$ cat config.mk
export PLATFORM = sky130hd
export DESIGN_NAME = stdp_updater
export DESIGN_NICKNAME = d
export VERILOG_FILES = /design/src/rtl/stdp_pkg.sv /design/src/rtl/stdp_age_timer.sv /design/src/rtl/stdp_link_sel.sv /design/src/rtl/stdp_weight_bank.sv /design/src/rtl/stdp_updater.sv
export SDC_FILE = /design/constraint.sdc
export NUM_CORES = 1
export LEC_CHECK = 0
export ABC_CLOCK_PERIOD_IN_PS = 9120
export CORE_ASPECT_RATIO = 0.9
export CORE_UTILIZATION = 45
export CTS_CLUSTER_DIAMETER = 60
export CTS_CLUSTER_SIZE = 25
export DETAILED_ROUTE_END_ITERATION = 8
export SYNTH_ARGS = -nofsm -noshare
export SYNTH_HDL_FRONTEND = slang
export SYNTH_SLANG_ARGS = --single-unit
export TNS_END_PERCENT = 10
$ cat constraint.sdc
create_clock -name clk -period 9.12 [get_ports clk]
set_clock_uncertainty 0.2 [all_clocks]
set_input_delay 1.824 -clock clk [delete_from_list [all_inputs] [get_ports clk]]
set_output_delay 1.824 -clock clk [all_outputs]
set_load 0.05 [all_outputs]
$ cat src/rtl/stdp_pkg.sv
package stdp_pkg;

    // width of each spike age timer; saturated value marks a stale spike
    localparam int AGE_W = 4;
    localparam logic [AGE_W-1:0] AGE_SAT = {AGE_W{1'b1}};

    // step bands (inclusive upper gap of each band)
    localparam int BAND_BIG   = 3;
    localparam int BAND_MID   = 7;
    localparam int BAND_SMALL = 15;

    localparam int W_W = 8;

    typedef enum logic {
        DIR_UP = 1'b0,
        DIR_DN = 1'b1
    } dir_e;

    typedef struct packed {
        logic       valid;
        dir_e       dir;
        logic [1:0] mag;
    } pend_t;

    function automatic logic [1:0] gap_mag(input logic [AGE_W:0] gap);
        if (int'(gap) <= BAND_BIG)        return 2'd3;
        else if (int'(gap) <= BAND_MID)   return 2'd2;
        else if (int'(gap) <= BAND_SMALL) return 2'd1;
        else                              return 2'd0;
    endfunction

    function automatic logic [W_W-1:0] next_weight(input logic [W_W-1:0] w,
                                                   input pend_t          p,
                                                   input logic [W_W-1:0] wmax);
        logic [W_W:0]   sum;
        logic [W_W-1:0] step;
        step = {{(W_W-2){1'b0}}, p.mag};
        if (p.dir == DIR_UP) begin
            sum = {1'b0, w} + {1'b0, step};
            return (sum > {1'b0, wmax}) ? wmax : sum[W_W-1:0];
        end
        return (w < step) ? '0 : (w - step);
    endfunction

endpackage

$ cat src/rtl/stdp_age_timer.sv
module stdp_age_timer
    import stdp_pkg::*;
(
    input  logic             clk,
    input  logic             rst,
    input  logic             spk,
    output logic [AGE_W-1:0] age
);

    always_ff @(posedge clk) begin
        if (rst)             age <= AGE_SAT;
        else if (spk)        age <= '0;
        else if (age != AGE_SAT) age <= age + 1'b1;
    end

endmodule

$ cat src/rtl/stdp_link_sel.sv
module stdp_link_sel
    import stdp_pkg::*;
#(
    parameter int N_SYN = 8
) (
    input  logic                        learn_en,
    input  logic [N_SYN-1:0]            pre_spk,
    input  logic                        post_spk,
    input  logic [N_SYN-1:0][AGE_W-1:0] pre_age,
    input  logic [AGE_W-1:0]            post_age,
    output pend_t [N_SYN-1:0]           cap
);

    // gap since the opposite spike, as seen in the current cycle
    logic [AGE_W:0] post_gap;
    assign post_gap = {1'b0, post_age} + (AGE_W+1)'(1);

    for (genvar i = 0; i < N_SYN; i++) begin : g_link
        logic [AGE_W:0] pre_gap;
        logic [1:0]     up_mag;
        logic [1:0]     dn_mag;

        assign pre_gap = pre_spk[i] ? '0 : ({1'b0, pre_age[i]} + (AGE_W+1)'(1));
        assign up_mag  = gap_mag(pre_gap);
        assign dn_mag  = gap_mag(post_gap);

        always_comb begin
            cap[i] = '{valid: 1'b0, dir: DIR_UP, mag: 2'd0};
            if (learn_en) begin
                if (post_spk) begin
                    cap[i] = '{valid: (up_mag != 2'd0), dir: DIR_UP, mag: up_mag};
                end else if (pre_spk[i]) begin
                    cap[i] = '{valid: (dn_mag != 2'd0), dir: DIR_DN, mag: dn_mag};
                end
            end
        end
    end

endmodule

$ cat src/rtl/stdp_weight_bank.sv
module stdp_weight_bank
    import stdp_pkg::*;
#(
    parameter int N_SYN  = 8,
    parameter int W_MAX  = 127,
    parameter int W_INIT = 1,
    parameter int ADDR_W = (N_SYN > 1) ? $clog2(N_SYN) : 1
) (
    input  logic              clk,
    input  logic              rst,
    input  logic              learn_en,
    input  logic              adv_en,
    input  pend_t [N_SYN-1:0] cap,
    output logic              wr_en,
    output logic [ADDR_W-1:0] wr_addr,
    output logic [W_W-1:0]    wr_data
);

    localparam logic [W_W-1:0]    WMAX_V = W_W'(W_MAX);
    localparam logic [W_W-1:0]    WINI_V = W_W'(W_INIT);
    localparam logic [ADDR_W-1:0] LAST   = ADDR_W'(N_SYN - 1);

    logic [W_W-1:0]    w_q  [N_SYN];
    pend_t             pend_q [N_SYN];
    logic [ADDR_W-1:0] ptr_q;

    pend_t             cur;
    logic              serve;
    logic [W_W-1:0]    new_w;
    logic [ADDR_W-1:0] ptr_nxt;

    always_comb begin
        cur     = pend_q[ptr_q];
        serve   = learn_en && cur.valid;
        new_w   = next_weight(w_q[ptr_q], cur, WMAX_V);
        ptr_nxt = (ptr_q == LAST) ? '0 : ptr_q + 1'b1;
    end

    always_ff @(posedge clk) begin
        if (rst) begin
            for (int i = 0; i < N_SYN; i++) begin
                w_q[i]    <= WINI_V;
                pend_q[i] <= '{valid: 1'b0, dir: DIR_UP, mag: 2'd0};
            end
            ptr_q   <= '0;
            wr_en   <= 1'b0;
            wr_addr <= '0;
            wr_data <= '0;
        end else begin
            for (int i = 0; i < N_SYN; i++) begin
                if (cap[i].valid)
                    pend_q[i] <= cap[i];
                else if (serve && (ptr_q == ADDR_W'(i)))
                    pend_q[i].valid <= 1'b0;
            end
            if (serve) begin
                w_q[ptr_q] <= new_w;
                wr_en      <= 1'b1;
                wr_addr    <= ptr_q;
                wr_data    <= new_w;
                ptr_q      <= ptr_nxt;
            end else begin
                wr_en <= 1'b0;
                if (learn_en && adv_en)
                    ptr_q <= ptr_nxt;
            end
        end
    end

endmodule

$ cat src/rtl/stdp_updater.sv
module stdp_updater
    import stdp_pkg::*;
#(
    parameter int N_SYN  = 8,
    parameter int W_MAX  = 127,
    parameter int W_INIT = 1,
    localparam int ADDR_W = (N_SYN > 1) ? $clog2(N_SYN) : 1
) (
    input  logic              clk,
    input  logic              rst,
    input  logic              learn_en,
    input  logic              adv_en,
    input  logic [N_SYN-1:0]  pre_spk,
    input  logic              post_spk,
    output logic              wr_en,
    output logic [ADDR_W-1:0] wr_addr,
    output logic [W_W-1:0]    wr_data
);

    logic [N_SYN-1:0][AGE_W-1:0] pre_age;
    logic [AGE_W-1:0]            post_age;
    pend_t [N_SYN-1:0]           cap;

    for (genvar i = 0; i < N_SYN; i++) begin : g_pre_tmr
        stdp_age_timer u_tmr (
            .clk (clk),
            .rst (rst),
            .spk (pre_spk[i]),
            .age (pre_age[i])
        );
    end

    stdp_age_timer u_post_tmr (
        .clk (clk),
        .rst (rst),
        .spk (post_spk),
        .age (post_age)
    );

    stdp_link_sel #(.N_SYN(N_SYN)) u_sel (
        .learn_en (learn_en),
        .pre_spk  (pre_spk),
        .post_spk (post_spk),
        .pre_age  (pre_age),
        .post_age (post_age),
        .cap      (cap)
    );

    stdp_weight_bank #(
        .N_SYN  (N_SYN),
        .W_MAX  (W_MAX),
        .W_INIT (W_INIT),
        .ADDR_W (ADDR_W)
    ) u_bank (
        .clk      (clk),
        .rst      (rst),
        .learn_en (learn_en),
        .adv_en   (adv_en),
        .cap      (cap),
        .wr_en    (wr_en),
        .wr_addr  (wr_addr),
        .wr_data  (wr_data)
    );

endmodule

; Word level (Yosys, flattened, before mapping)
; Memory sizes are Yosys's and may differ from the RTL's. A register that Yosys moved wholly into a read port is not among the register bits.
; Index checks and enable logic that the tools add are counted.
[word_totals]
mem_bits_rw = 96
elab_cells = 295
regBits = 51
memories = 2
[classes]
n_eq_ne = 16
bitwise_logic = 16
addsub = 21
magnitude_cmp = 29
n_reduce_logical = 31
mux = 167
[memory_table]
columns = memory, words, width, read_ports, rd_clocked_by_memory_dff, write_ports, line_no
row1 = u_bank.w_q, 8, 8, 1, 1, 8, stdp_weight_bank.sv:23  ; logic [W_W-1:0] w_q [N_SYN];
row2 = u_bank.pend_q, 8, 4, 1, 1, 8, stdp_weight_bank.sv:24  ; pend_t pend_q [N_SYN];
[ops]
columns = operator, count
row1 = 2-to-1 mux 4 bit, 50
row2 = 2-to-1 mux 1 bit, 79
row3 = "adder 4 x 1 -> 5 bit, second input constant", 9
row4 = "<= comparator 5 x 2 -> 1 bit, second input constant", 9
row5 = "<= comparator 5 x 3 -> 1 bit, second input constant", 9
row6 = "<= comparator 5 x 4 -> 1 bit, second input constant", 9
row7 = 2-to-1 mux 5 bit, 8
row8 = nonzero test 2 bit, 19
row9 = "adder 4 x 1 -> 4 bit, second input constant", 9
row10 = 2-to-1 mux 2 bit, 18
row11 = "inequality test 4 bit, second input constant", 9
row12 = 2-to-1 mux 8 bit, 4
row13 = 2-to-1 mux 3 bit, 8
row14 = OR 1 bit, 16
row15 = "== test 3 bit, second input constant", 4
row16 = logical AND 1 bit, 10
row17 = adder 8 x 2 -> 9 bit, 1
row18 = "> comparator 9 x 7 -> 1 bit, second input constant", 1
row19 = < comparator 8 x 2 -> 1 bit, 1
row20 = OR reduction 8 bit, 1
row21 = subtractor 8 x 2 -> 8 bit, 1
row22 = "== test 3 x 2 -> 1 bit, second input constant", 2
row23 = "adder 3 x 1 -> 3 bit, second input constant", 1
row24 = "== test 3 x 1 -> 1 bit, second input constant", 1
row25 = logical NOT 3 bit, 1

; Depth between registers and ports, before layout
; Gate-level depths: netlist of run 1.
[depth]
word_depth = 14
mapped_depth = 13

; Cells and area by module
; A second synthesis of run 1 with hierarchy kept.
[hier_totals]
cells_unflattened = 716
hier_area_um2 = 8308.0
[by_module_without_submodules]
columns = mod, area_each_um2, seq_area_each_um2, n_inst, cells_per_inst
row1 = stdp_weight_bank, 5666.7, 3243.1, 1, 418
row2 = stdp_age_timer, 185.2, 80.1, 9, 17
row3 = stdp_link_sel, 974.7, 0.0, 1, 145

; Least setup slack after synthesis of run 1
; No wires, ideal clock.
[synth_timing]
kind = register to register
startpoint = reg (tool-made name)
endpoint = mem u_bank.w_q[0][4], data pin
path_buffers = 3
slack_ns = 5.438
arrival_ns = 3.214
period_less_slack_ns = 3.682
path_stages_with_launch = 13
cell_sequence = dfxtp_1 -> buf_6 -> buf_12 -> buf_2 -> mux4_2 -> mux2i_1 -> ha_1 -> inv_1 -> fa_1 -> a21oi_1 -> a31oi_2 -> a22oi_2 -> a21oi_1
[synth_lines]
columns = element, line_no
row1 = end: declaration, stdp_weight_bank.sv:23

==> out/qor.txt, run 1 <==
Buffers on Ports: 24
Post-Syn Area per Cell: 11.2 um^2
Final Cycle Share: 0.507
Critical Path End Type: register
Area growth from synthesis to layout: 11.8%
Power, Total: 1.88 mW
Drt first pass iters: 5
Yosys cell types: 72
Setup WS pre-CTS: 4.13 ns
Hold Crit Class: reg -> reg
Final setup fails: 0
Final slew viol count: 0
Cell count after placement: 931
Antenna Nets Post-Route: 0
Cts repair resizes: 0
WS Path Type: in -> reg
Ant. Diodes: 0
CTS tree: done
Chip height: 128 um
Initial antenna violation count: 0
CTS sink cnt: 150
Final Core Density: 0.520
Core area: 17000 um^2
Die width: 142 um
Ys flop type: edfxtp_1
Clk_lat worst skew: 0.43 ns
Total gr overflow: 0
First-pass GRT wire length: 31000 um
IO Pins: 25
Startpoint types: input port
RSZ-0062 raised after global routing: false
Most common cell after layout, fill and taps aside: edfxtp_1
Worst endpoint data arrival time: 4.50 ns
Area post-placement: 8300 um^2
DRC: 0
Share of layout cells above drive strength 1: 0.125
Post-synth EDFFs: 96
Hpwl dp: 13600 um
Final WL: 19800 um
CP required: 9.00 ns
Final Hold Fails: 0
PwrDens: 213 nW/um^2
First-iteration detailed-routing DRC count: 576
Status: completed
Tmin final: 4.62 ns
Post-CTS Hold Fix Bufs: 0
Post-CTS Setup Bufs: 0
Most frequent cells in the layout: edfxtp_1, nor2_1, dfxtp_1, a21oi_1, nand2_1
Worst-path clk slew: 0.06 ns
Htree depth: 4
Post-route cell area: 8840 um^2
Die Area: 18100 um^2
VDD IR max: 0.142 mV
Setup WS post-layout: 4.50 ns
Sum Neg Setup Slack: 0 ns
Syn nets: 740
Clock Tree Buf Depth: 2
DR WL/cell: 20.5 um
Site Rows: 45
Pin count of the biggest net entering global routing: 49
Worst-Margin Slew: 0.914 ns
Cells after synthesis: 705
Total CTS buffers: 17
FFs w/ async S/R, synth: 0
Seq/Total Area, Yosys: 0.501
Synthesized flop and latch total: 150
Final non-filler cell total: 963
GRT Util Overall: 0.232
Max Fclk: 216 MHz
CP max FO: 17
Starting Density: 0.465
Number of vias per cell: 6.03
Total of max-cap violations: 0
Rel. slew slack: 0.390
Synth warn: 0
P_leak: 3.28 nW
Mapped Area: 7910 um^2
Nets: 750
Worst hold margin: 0.312 ns
Vias: 5808
Vias in the first global route: 5457
Root buf cell: clkbuf_16
Placer Congestion: 0.842
==> final cells by class <==
class | count | area, um^2
Inverter | 23 | 86.3
Sequential cell | 150 | 3960
Clock inverter | 9 | 48.8
Multi-Input combinational cell | 494 | 3680
Fill cell | 1511 | 8170
Tap cell | 235 | 294
Clock buffer | 23 | 490
Timing Repair Buffer | 29 | 273
==> registers in the layout, indices dropped and copies added (netlist names), named ones only <==
name and count:
u_bank.wr_data 8, u_bank.wr_addr 3, u_bank.wr_en 1, g_pre_tmr.u_tmr.age 32, u_bank.w_q 64, u_bank.ptr_q 3, u_bank.pend_q 32, u_post_tmr.age 4
==> Yosys cell counts, types with 6 or more instances <==
cell type  number  area share
a31oi_1        18       0.014
a211oi_1       13       0.012
nand4_1         6      0.0047
mux4_1          6       0.020
inv_1          23       0.011
edfxtp_1       96        0.36
mux4_2         16       0.046
o21bai_1       13       0.012
dfxtp_1        54        0.14
nand2_1        37       0.018
mux2i_1        25       0.032
nor2_1         73       0.035
nand2b_1       13       0.010
mux2_2          6      0.0085
a21o_1         13       0.012
nand3_1        31       0.020
ha_1           20       0.032
a21oi_1        47       0.030
clkbuf_1       26       0.012
o21ai_0        27       0.017
o22ai_1        16       0.013
xor2_1          6      0.0066
nor2b_1         6      0.0047
and2_1          7      0.0055
buf_2           8      0.0051
xnor2_1        13       0.014
or2_2          10      0.0079
==> cells by family (layout without fill, tap and decap cells) <==
logic type                 count (synthesis)  count (layout)  synth area share
AOI/OAI and AO/OA                        190             190             0.168
DFF                                      150             150             0.501
buffers and inverters                     61              84            0.0332
and+or+nand+nor                          206             206             0.126
adders and majority gates                 22              22            0.0367
muxes                                     57              57             0.113
xor gates and xnor gates                  19              19            0.0211
==> worst paths after layout <==
| path | start | to | slack, ns | cells past startpoint |
|---|---|---|---|---|
| setup / recovery | learn_en | u_bank.w_q[6][5]$_SDFFCE_PN0P_ | 4.50 | 5 |
| hold / removal | u_bank.wr_addr[0]$_SDFFE_PP0P_ | u_bank.wr_addr[0]$_SDFFE_PP0P_ | 0.31 | 2 |
| setup reg to reg | register | u_bank.w_q[5][4]$_SDFFCE_PN0P_ | 4.65 | 10 |
| hold reg to reg | u_bank.wr_addr[0]$_SDFFE_PP0P_ | u_bank.wr_addr[0]$_SDFFE_PP0P_ | 0.31 | 2 |
==> worst max-delay path, stage by stage <==
cell             delay (ns)
clkdlybuf4s50_1        0.88
nor2b_2                0.64
and2_1                 0.37
nand4_1                0.35
nand2_1                0.42
==> per-layer routing <==
| layer | up-vias | routed length [um] | GRT usage | share of wire |
|---|---|---|---|---|
| met1 | 2880 | 9320 | 0.349 | 0.47 |
| met5 | - | 0 | 0 | 0 |
| li1 | 2684 | - | - | - |
| met2 | 222 | 8700 | 0.341 | 0.44 |
| met4 | 0 | 263 | 0.0727 | 0.013 |
| met3 | 22 | 1480 | 0.0385 | 0.075 |
==> power by group <==
part	internal (mW)	switching [mW]
clock	0.377	0.273
sequential	0.773	0.0413
combinational	0.151	0.264
(Power assumes the default switching activity.)
==> run 2: changes to the inputs <==
--- a/config.mk
+++ b/config.mk
@@ -5,7 +5,7 @@
 export SDC_FILE = /design/constraint.sdc
 export NUM_CORES = 1
 export LEC_CHECK = 0
-export ABC_CLOCK_PERIOD_IN_PS = 9120
+export ABC_CLOCK_PERIOD_IN_PS = 4100
 export CORE_ASPECT_RATIO = 0.9
 export CORE_UTILIZATION = 45
 export CTS_CLUSTER_DIAMETER = 60
==> constraint.sdc (replaced) <==
create_clock -name clk -period 4.1 [get_ports clk]
set_clock_uncertainty 0.2 [all_clocks]
set_input_delay 0.82 -clock clk [delete_from_list [all_inputs] [get_ports clk]]
set_output_delay 0.82 -clock clk [all_outputs]
set_load 0.05 [all_outputs]
==> out/qor.txt, run 2 (synthesis results as in run 1) <==
First-pass GRT wire length: 30800 um
R2R setup slack: 0.25 ns
Vias: 5895
Vias in the first global route: 5629
P_leak: 3.38 nW
Final WL: 19600 um
Antenna Nets Post-Route: 0
Final setup fails: 0
Total CTS buffers: 17
Nets: 766
Share of layout cells above drive strength 1: 0.148
CP required: 4.07 ns
Most flops, register: u_bank.w_q
Hpwl dp: 13500 um
Area growth from synthesis to layout: 14.3%
FF-to-FF path depth: 9
Ant. Diodes: 0
Final non-filler cell total: 979
DRC: 0
Starting Density: 0.465
Final Cycle Share: 0.939
CTS sink cnt: 150
Sum Neg Setup Slack: 0 ns
Cell count after placement: 947
First-iteration detailed-routing DRC count: 512
Startpoint types: register
Chip height: 128 um
Most frequent cells in the layout: edfxtp_1, nor2_1, dfxtp_1, a21oi_1, nand2_1
Initial antenna violation count: 0
Total of max-cap violations: 0
Die width: 142 um
Setup WS post-layout: 0.250 ns
Pin count of the biggest net entering global routing: 48
Status: completed
Reg area: 3960 um^2
R2R Path End: u_bank.w_q[3][3]$_SDFFCE_PN0P_
CP max FO: 9
RSZ-0062 raised after global routing: false
GRT Util Overall: 0.230
Core area: 17000 um^2
Post-CTS Setup Bufs: 0
Root buf cell: clkbuf_16
Critical Path End Type: register
Post-CTS Hold Fix Bufs: 0
Most common cell after layout, fill and taps aside: edfxtp_1
Rel. slew slack: 0.459
Max Fclk: 260 MHz
Worst-path clk slew: 0.06 ns
Worst Hold Depth: 2
PwrDens: 479 nW/um^2
Hold Crit Class: reg -> reg
Total gr overflow: 0
IO Pins: 25
Worst-Margin Slew: 0.808 ns
Worst hold endpoint: u_bank.wr_data[6]$_SDFFE_PP0P_
Tmin final: 3.85 ns
FILL cells: 1483
Clock Tree Buf Depth: 2
DR WL/cell: 20.0 um
Final Hold Fails: 0
Die Area: 18100 um^2
Drt first pass iters: 7
VDD IR max: 0.313 mV
HP Start: u_bank.wr_data[6]$_SDFFE_PP0P_
Buffers on Ports: 24
Biggest regs: u_bank.w_q: 64 flops, g_pre_tmr.u_tmr.age: 32 flops, u_bank.pend_q: 32 flops
Setup WS pre-CTS: 0.288 ns
Final slew viol count: 0
Worst endpoint data arrival time: 3.82 ns
Clk_lat worst skew: 0.43 ns
WS Path Type: reg -> reg
Power, Total: 4.33 mW
Site Rows: 45
Placer Congestion: 0.910
Cts repair resizes: 0
Multi-input logic area: 3680 um^2
Htree depth: 4
CTS tree: done
Max FFs per register: 64
Number of vias per cell: 6.02
Final Core Density: 0.531
[run 2: worst max-delay path: stages, from the launching register on]
cell and delay, ns:
dfxtp_1 0.51, buf_4 0.26, mux4_2 0.54, mux2_2 0.30, ha_1 0.23, fa_1 0.45
nand2b_1 0.18, a2111o_1 0.46, a32oi_4 0.36, nor2_1 0.10
[run 2: area by class of cell]
| type | instances | share of cell area |
|---|---|---|
| Sequential cell | 150 | 0.439 |
| Multi-Input combinational cell | 494 | 0.408 |
| Clock buffer | 18 | 0.0486 |
| Timing Repair Buffer | 45 | 0.0435 |
| Tap cell | 235 | 0.0326 |
| Clock inverter | 14 | 0.0194 |
| Inverter | 23 | 0.00956 |
[run 2: worst max path at each step]
stage / startpoint / to / slack [ns]
after floorplan: register / u_bank.w_q[0][4]$_SDFFCE_PN0P_ / 0.42
after global routing: register / u_bank.w_q[6][6]$_SDFFCE_PN0P_ / 0.006
after global placement: register / u_bank.w_q[2][3]$_SDFFCE_PN0P_ / 0.40
after CTS: register / u_bank.w_q[3][3]$_SDFFCE_PN0P_ / 0.25
after detailed placement: register / u_bank.w_q[3][3]$_SDFFCE_PN0P_ / 0.29
final: register / u_bank.w_q[3][3]$_SDFFCE_PN0P_ / 0.25
[run 2: where the power goes]
| group | switching [mW] | internal, mW |
|---|---|---|
| clock | 0.643 | 0.977 |
| combinational | 0.546 | 0.350 |
| sequential | 0.0936 | 1.72 |
[run 2: per-stage QoR]
stage | hold WS [ns] | area (um^2)
floorplan | 0.343 | 7910
global placement | 0.277 | 8420
detailed placement | 0.303 | 8420
CTS | 0.322 | 9030
global route | 0.342 | 9030
finish | 0.309 | 9030
[run 2: per-layer routing]
metal | vias up | wire length (um) | global-route usage
met5 | - | 0 | 0
met4 | 0 | 300 | 0.0753
met3 | 33 | 1390 | 0.0586
met2 | 249 | 8970 | 0.351
met1 | 2894 | 8920 | 0.319
li1 | 2719 | - | -
==> run 3: changes to the inputs <==
--- a/config.mk
+++ b/config.mk
@@ -7,10 +7,11 @@
 export LEC_CHECK = 0
 export ABC_CLOCK_PERIOD_IN_PS = 4100
 export CORE_ASPECT_RATIO = 0.9
-export CORE_UTILIZATION = 45
+export CORE_UTILIZATION = 56
 export CTS_CLUSTER_DIAMETER = 60
 export CTS_CLUSTER_SIZE = 25
 export DETAILED_ROUTE_END_ITERATION = 8
+export PLACE_DENSITY = 0.77
 export SYNTH_ARGS = -nofsm -noshare
 export SYNTH_HDL_FRONTEND = slang
 export SYNTH_SLANG_ARGS = --single-unit
==> out/qor.txt, run 3 (synthesis results as in run 1) <==
Status: completed
Ant. Diodes: 0
Pin count of the biggest net entering global routing: 48
Tmin final: 3.82 ns
Power, Total: 4.20 mW
CP required: 4.04 ns
Vias in the first global route: 5697
Cts repair resizes: 0
Buffers on Ports: 24
CTS tree: done
Setup WS post-layout: 0.285 ns
Rel. slew slack: 0.417
Vias: 5960
Chip height: 115 um
Clock Tree Buf Depth: 2
Initial antenna violation count: 0
Area growth from synthesis to layout: 12.8%
Biggest regs: u_bank.w_q: 64 flops, g_pre_tmr.u_tmr.age: 32 flops, u_bank.pend_q: 32 flops
Cell count after placement: 900
Max Fclk: 262 MHz
Antenna Nets Post-Route: 0
Clk_lat worst skew: 0.43 ns
CP max FO: 9
Nets: 765
Drt first pass iters: 5
Final slew viol count: 0
Placer Congestion: 0.852
First-iteration detailed-routing DRC count: 658
Most flops, register: u_bank.w_q
Sum Neg Setup Slack: 0 ns
Multi-input logic area: 3680 um^2
Critical Path End Type: register
Worst-path cell chain: buf_4, mux4_2, mux2_2, fa_1, a21oi_2, a311oi_1, o31ai_4, a21oi_1
Total of max-cap violations: 0
First-pass GRT wire length: 30100 um
Post-CTS Setup Bufs: 0
Final setup fails: 0
Final Hold Fails: 0
Worst-path clk slew: 0.06 ns
RSZ-0062 raised after global routing: false
Final Cycle Share: 0.931
Share of layout cells above drive strength 1: 0.145
P_leak: 3.34 nW
Worst endpoint data arrival time: 3.76 ns
DR WL/cell: 20.4 um
Setup WS pre-CTS: 0.272 ns
Die Area: 14600 um^2
Hold Crit Class: reg -> reg
Starting Density: 0.583
Hpwl dp: 13000 um
Most common cell after layout, fill and taps aside: edfxtp_1
Core area: 13600 um^2
Post-CTS Hold Fix Bufs: 0
Root buf cell: clkbuf_16
Final non-filler cell total: 932
DRC: 0
CP max stage delay: 0.54 ns
Max FFs per register: 64
PwrDens: 471 nW/um^2
Worst-Margin Slew: 0.871 ns
Startpoint types: register
Most frequent cells in the layout: edfxtp_1, nor2_1, dfxtp_1, a21oi_1, nand2_1
Total CTS buffers: 17
Htree depth: 4
Final Core Density: 0.658
Die width: 127 um
Reg area: 3960 um^2
Number of vias per cell: 6.39
IO Pins: 25
Critical path's slowest cell: o31ai_4
WS Path Type: reg -> reg
CTS sink cnt: 150
GRT Util Overall: 0.276
FILL cells: 970
Final WL: 19000 um
Site Rows: 40
VDD IR max: 0.315 mV
Total gr overflow: 0
[run 3: area by class of cell]
cell class                      count  area share
Clock buffer                       17      0.0477
Clock inverter                     15      0.0149
Inverter                           23     0.00968
Multi-Input combinational cell    494       0.413
Sequential cell                   150       0.444
Tap cell                          189      0.0265
Timing Repair Buffer               44      0.0438
[run 3: critical path: cells and delay by family, from the launching register on]
family	cells	cell delay, ns
mux	2	0.87
flops	1	0.44
compound gates	4	1.27
buf+inv	1	0.24
fa+ha+maj	1	0.50
[run 3: metrics by stage]
step | hold slack [ns] | instance area [um^2]
2_1_floorplan | 0.343 | 7910
3_3_place_gp | 0.285 | 8360
3_5_place_dp | 0.293 | 8360
4_1_cts | 0.303 | 8920
5_1_grt | 0.322 | 8920
6_report | 0.298 | 8920
[run 3: worst paths after layout]
kind / from / endpoint / slack (ns) / cells after the start
max: register / u_bank.w_q[2][2]$_SDFFCE_PN0P_ / 0.28 / 8
min: u_bank.wr_data[2]$_SDFFE_PP0P_ / u_bank.wr_data[2]$_SDFFE_PP0P_ / 0.30 / 2
max reg2reg: register / u_bank.w_q[2][2]$_SDFFCE_PN0P_ / 0.28 / 8
min reg2reg: u_bank.wr_data[2]$_SDFFE_PP0P_ / u_bank.wr_data[2]$_SDFFE_PP0P_ / 0.30 / 2
[run 3: report_power, final]
part / leakage [nW] / switching (mW) / internal (mW)
logic: 1.65 / 0.566 / 0.349
registers: 1.43 / 0.0908 / 1.72
clock network: 0.262 / 0.639 / 0.835
[run 3: layer usage]
| metal | vias to the layer above | share of wire | GRT usage |
|---|---|---|---|
| li1 | 2724 | - | - |
| met1 | 2875 | 0.41 | 0.372 |
| met2 | 323 | 0.47 | 0.435 |
| met3 | 38 | 0.096 | 0.0692 |
| met4 | 0 | 0.017 | 0.106 |
| met5 | - | 0 | 0 |
